$ cat src/rtl/coin_pkg.sv
package coin_pkg;

  localparam logic [1:0] TOSS_NONE = 2'b00;
  localparam logic [1:0] TOSS_HEAD = 2'b01;
  localparam logic [1:0] TOSS_TAIL = 2'b10;

  // strobes from control to datapath, valid for the current edge
  typedef struct packed {
    logic advance;
    logic winEv;
    logic loseEv;
  } ctrlT;

endpackage

$ cat src/rtl/streak_ctrl.sv
module streak_ctrl
  import coin_pkg::*;
#(
  parameter int HEADS_TO_WIN = 3,
  localparam int CNT_W = $clog2(HEADS_TO_WIN)
) (
  input  logic [1:0]       toss,
  input  logic [CNT_W-1:0] streak,
  output ctrlT             ctrl
);

  localparam logic [CNT_W-1:0] LAST = CNT_W'(HEADS_TO_WIN - 1);

  logic isHead;
  logic isTail;
  logic atLast;

  always_comb begin
    isHead = (toss == TOSS_HEAD);
    isTail = (toss == TOSS_TAIL);
    atLast = (streak == LAST);
    ctrl.winEv   = isHead && atLast;
    ctrl.advance = isHead && !atLast;
    ctrl.loseEv  = isTail;
  end

endmodule

$ cat src/rtl/streak_dp.sv
module streak_dp
  import coin_pkg::*;
#(
  parameter int HEADS_TO_WIN = 3,
  localparam int CNT_W = $clog2(HEADS_TO_WIN)
) (
  input  logic             clk,
  input  logic             rst,
  input  ctrlT             ctrl,
  output logic [CNT_W-1:0] streak,
  output logic             win,
  output logic             lose
);

  always_ff @(posedge clk) begin
    if (rst) begin
      streak <= '0;
      win    <= 1'b0;
      lose   <= 1'b0;
    end else begin
      if (ctrl.winEv || ctrl.loseEv) begin
        streak <= '0;
      end else if (ctrl.advance) begin
        streak <= streak + CNT_W'(1);
      end
      win  <= ctrl.winEv;
      lose <= ctrl.loseEv;
    end
  end

endmodule

$ cat src/rtl/coin_streak_judge.sv
module coin_streak_judge
  import coin_pkg::*;
#(
  parameter int HEADS_TO_WIN = 3,
  localparam int CNT_W = $clog2(HEADS_TO_WIN)
) (
  input  logic             clk,
  input  logic             rst,
  input  logic [1:0]       toss,
  output logic [CNT_W-1:0] streak,
  output logic             win,
  output logic             lose
);

  ctrlT ctrl;

  streak_ctrl #(.HEADS_TO_WIN(HEADS_TO_WIN)) u_ctrl (
    .toss   (toss),
    .streak (streak),
    .ctrl   (ctrl)
  );

  streak_dp #(.HEADS_TO_WIN(HEADS_TO_WIN)) u_dp (
    .clk    (clk),
    .rst    (rst),
    .ctrl   (ctrl),
    .streak (streak),
    .win    (win),
    .lose   (lose)
  );

endmodule

$ cat config.mk
export PLATFORM = sky130hd
export DESIGN_NAME = coin_streak_judge
export DESIGN_NICKNAME = d
export VERILOG_FILES = /design/src/rtl/coin_pkg.sv /design/src/rtl/streak_ctrl.sv /design/src/rtl/streak_dp.sv /design/src/rtl/coin_streak_judge.sv
export SDC_FILE = /design/constraint.sdc
export NUM_CORES = 1
export LEC_CHECK = 0
export ABC_AREA = 1
export BUFFER_PORTS_ARGS = -buffer_cell sky130_fd_sc_hd__buf_4
export CELL_PAD_IN_SITES_DETAIL_PLACEMENT = 1
export CELL_PAD_IN_SITES_GLOBAL_PLACEMENT = 1
export CORE_AREA = 2 2 39 41
export DETAILED_ROUTE_END_ITERATION = 7
export DIE_AREA = 0 0 41 43
export PLACE_DENSITY = 0.52
export SLEW_MARGIN = 20
export SYNTH_ARGS = -nofsm -noshare
export SYNTH_HDL_FRONTEND = slang
export SYNTH_HIERARCHICAL = 1
export SYNTH_SLANG_ARGS = --single-unit
$ cat constraint.sdc
create_clock -name clk -period 2.2 [get_ports clk]
set_input_delay 0.66 -clock clk [delete_from_list [all_inputs] [get_ports clk]]
set_output_delay 0.66 -clock clk [all_outputs]
set_load 0.005 [all_outputs]
==> summary.md <==
| Metric | Value |
|---|---|
| Max frequency | `693 MHz` |
| Ys flop type | `dfxtp_1` |
| Largest cells by area after synthesis | `dfxtp_1 42%, nor2_1 16%, inv_1 14%` |
| Hold Crit Class | `reg2reg` |
| Crit-path leading delay family | `flip-flops` |
| Clock Latency Late Sink | `0.23 ns` |
| Yosys reg bits | `4` |
| Worst-Margin Slew | `0.192 ns` |
| Core Area | `1380 sq um` |
| Area leader, netlist | `dfxtp_1` |
| PostCTS Resize Cnt | `0` |
| Status | `complete, no violations` |
| Post-synthesis xor/xnor area fraction | `0%` |
| Clk slew on worst S/H paths | `0.04 ns` |
| Final-report hold violation count | `0` |
| Syn Nets | `35` |
| Reg-to-reg critical path startpoint | `u_dp/streak[0]$_SDFFE_PP0P_` |
| WP buf/inv | `1` |
| Final hold slack | `0.583 ns` |
| Final wirelength | `375 microns` |
| Clock buffer depth | `2` |
| Setup TNS | `0 ns` |
| Row cnt | `14` |
| First-pass iteration count of the detailed router | `2` |
| Crit path arrival time | `0.78 ns` |
| Setup crit end | `streak[0]` |
| Full die area | `1760 sq um` |
| Peak supply drop | `0.000353 V` |
| Gpl congestion | `0.592` |
| Area of the multi-input gates | `73.8 sq um` |
| Die height | `43 microns` |
| Initial antenna violation count | `0` |
| Area Overhead vs Synth | `45.8%` |
| CTS buffer count | `3` |
| Power share of the combinational group | `10.2%` |
| Largest family of logic cells by synthesized area | `simple AND/OR/NAND/NOR gates` |
| Post-synth EDFFs | `0` |
| I/O pins | `8` |
| Final net count | `46` |
| Setup violators final | `0` |
| Post-synthesis adder-cell area fraction | `0%` |
| Clock share of power | `47.8%` |
| First DRT Iteration DRCs | `1` |
| Setup crit start kind | `register` |
| Worst Path Required | `1.54 ns` |
| Post-Syn Area | `191 sq um` |
| Seq/Total Area, Yosys | `41.8%` |
| Period Utilization, post-route | `65.6%` |
| Seq pwr share | `42.1%` |
| Layout cells sized above 1 | `32.5%` |
| CTS Sinks | `4` |
| Post-layout util | `20.2%` |
| Synth Instances | `31` |
| First-pass GRT wire length | `627 microns` |
| Remaining Overflow, GRT | `0` |
| Vias/cell | `3.29` |
| Antenna Nets Post-Route | `0` |
| P_sw | `0.0385 mW` |
| Largest stage delay on the critical path | `0.41 ns` |
| Design Area, Final | `279 sq um` |
| GRT Util Overall | `5.72%` |
| DR DRC count | `0` |
| Clock root buffer | `clkbuf_4` |
| Crit-path slowest cell | `dfxtp_1` |
| Initial core utilization | `13.8%` |
| Setup slack, reg-to-reg | `1.22 ns` |
| R2R cell count | `6` |
| Slew Limit Fails | `0` |
| RSZ-0062 raised after global routing | `no` |
| Setup bufs post-CTS | `0` |
| Largest net degree at the start of global routing | `7` |
| Placement Cell Area | `256 sq um` |
| CP Max Fanout | `6` |
| # hold bufs at CTS | `0` |
| HPWL Detailed | `310 microns` |
| Vias in the first global route | `185` |
| Antenna diodes | `0` |
| Setup CP Type | `reg2out` |
| Ys async rst share | `0%` |
| Synth cell types | `9` |
| Power density over the cells | `660 nW/um^2` |
| Synth top area share | `41.8%` |
| Synth Area in Compound Gates | `0%` |
| Max Cap Viol | `0` |
| H-tree Lvls | `1` |
| Critical Path Sink Type | `primary output` |
| Avg Inst Size Synth | `6.18 sq um` |
| Cell Int Power | `0.146 mW` |
| Post-DR wirelength/cell | `6.70 microns` |
| Number of port buffers | `7` |
| Post-synthesis mux area share | `0%` |
| Commonest cells post-synth | `8 x nor2_1, 7 x inv_1, 7 x nand2_1` |
| Synth Area in Simple Gates | `38.6%` |
| Crit-path cells | `buf_4` |
| Worst setup startpoint | `u_dp/streak[0]$_SDFFE_PP0P_` |
| WP depth | `1` |
| Clk_skew | `0.00121 ns` |
| RR Endpoint | `u_dp/streak[1]$_SDFFE_PP0P_` |
| Most frequent cell after synthesis | `nor2_1` |
| Sw Ratio | `20.9%` |
| Vias | `184` |
| Min Clock Period, post-route | `1.44 ns` |
| CTS tree | `built` |
| Register Area | `80.1 sq um` |
| Synth warnings | `6` |
| Die width | `41 microns` |
| Pleak | `0.137 nW` |
| Worst relative slew slack | `87.2%` |
| Fill cells | `184` |
metrics by stage:
step | std cells | power [mW] | setup WS, ns
finish | 56 | 0.184 | 0.757
global route | 56 | 0.199 | 0.695
CTS | 56 | 0.191 | 0.734
detailed placement | 53 | 0.0980 | 0.806
global placement | 53 | 0.0977 | 0.802
floorplan | 31 | 0.0888 | 1.00
logic make-up after synthesis:
logic type | after synthesis
simple gates | 18
flops | 4
buf+inv | 9
final cells by class:
| type | count | area share [%] |
|---|---|---|
| inverter | 8 | 10.8 |
| sequential | 4 | 28.7 |
| timing repair buffer | 7 | 18.8 |
| multi-input combinational | 18 | 26.5 |
| tap | 16 | 7.17 |
| clock buffer | 3 | 8.07 |
how the worst min path moves through the flow:
stage | from | slack (ns) | to | depth (start not counted)
after CTS | rst | 0.59 | u_dp/lose$_SDFF_PP0_ | 2
after global routing | rst | 0.61 | u_dp/lose$_SDFF_PP0_ | 2
after floorplan | u_dp/streak[0]$_SDFFE_PP0P_ | 0.55 | u_dp/streak[0]$_SDFFE_PP0P_ | 4
after detailed placement | u_dp/streak[1]$_SDFFE_PP0P_ | 0.59 | u_dp/streak[1]$_SDFFE_PP0P_ | 4
final | u_dp/streak[1]$_SDFFE_PP0P_ | 0.58 | u_dp/streak[1]$_SDFFE_PP0P_ | 4
after global placement | u_dp/streak[0]$_SDFFE_PP0P_ | 0.59 | u_dp/streak[0]$_SDFFE_PP0P_ | 4
sequential cells by signal, indices dropped and copies added, names as in the netlist:
register and flops:
u_dp/streak 2, u_dp/win 1, u_dp/lose 1
routing by layer:
| layer | part of all wire, % | up-vias | GRT usage (%) | routed length [microns] |
|---|---|---|---|---|
| met5 | 0 | - | 0 | 0 |
| met4 | 0 | 0 | 2.00 | 0 |
| met3 | 4.3 | 0 | 6.28 | 16 |
| met2 | 45 | 3 | 7.19 | 170 |
| met1 | 50 | 78 | 6.09 | 188 |
| li1 | - | 103 | - | - |
layout by cell type, fill, tap and decap left out:
cell / n
nor2_1: 8
buf_4: 7
inv_1: 7
nand2_1: 7
dfxtp_1: 4
clkbuf_4: 3
inv_2: 1
nand2_2: 1
nand3_1: 1
nor2_2: 1
power by group through the flow:
| stage | Clock [mW] | Sequential (mW) | Combinational, mW |
|---|---|---|---|
| after global routing | 0.0984 | 0.0779 | 0.0222 |
| after floorplan | 0 | 0.0784 | 0.0104 |
| after CTS | 0.0944 | 0.0777 | 0.0193 |
| after detailed placement | 0 | 0.0788 | 0.0192 |
| final | 0.0880 | 0.0775 | 0.0187 |
| after global placement | 0 | 0.0786 | 0.0191 |
No activity file was read; power rests on OpenSTA's default activity.
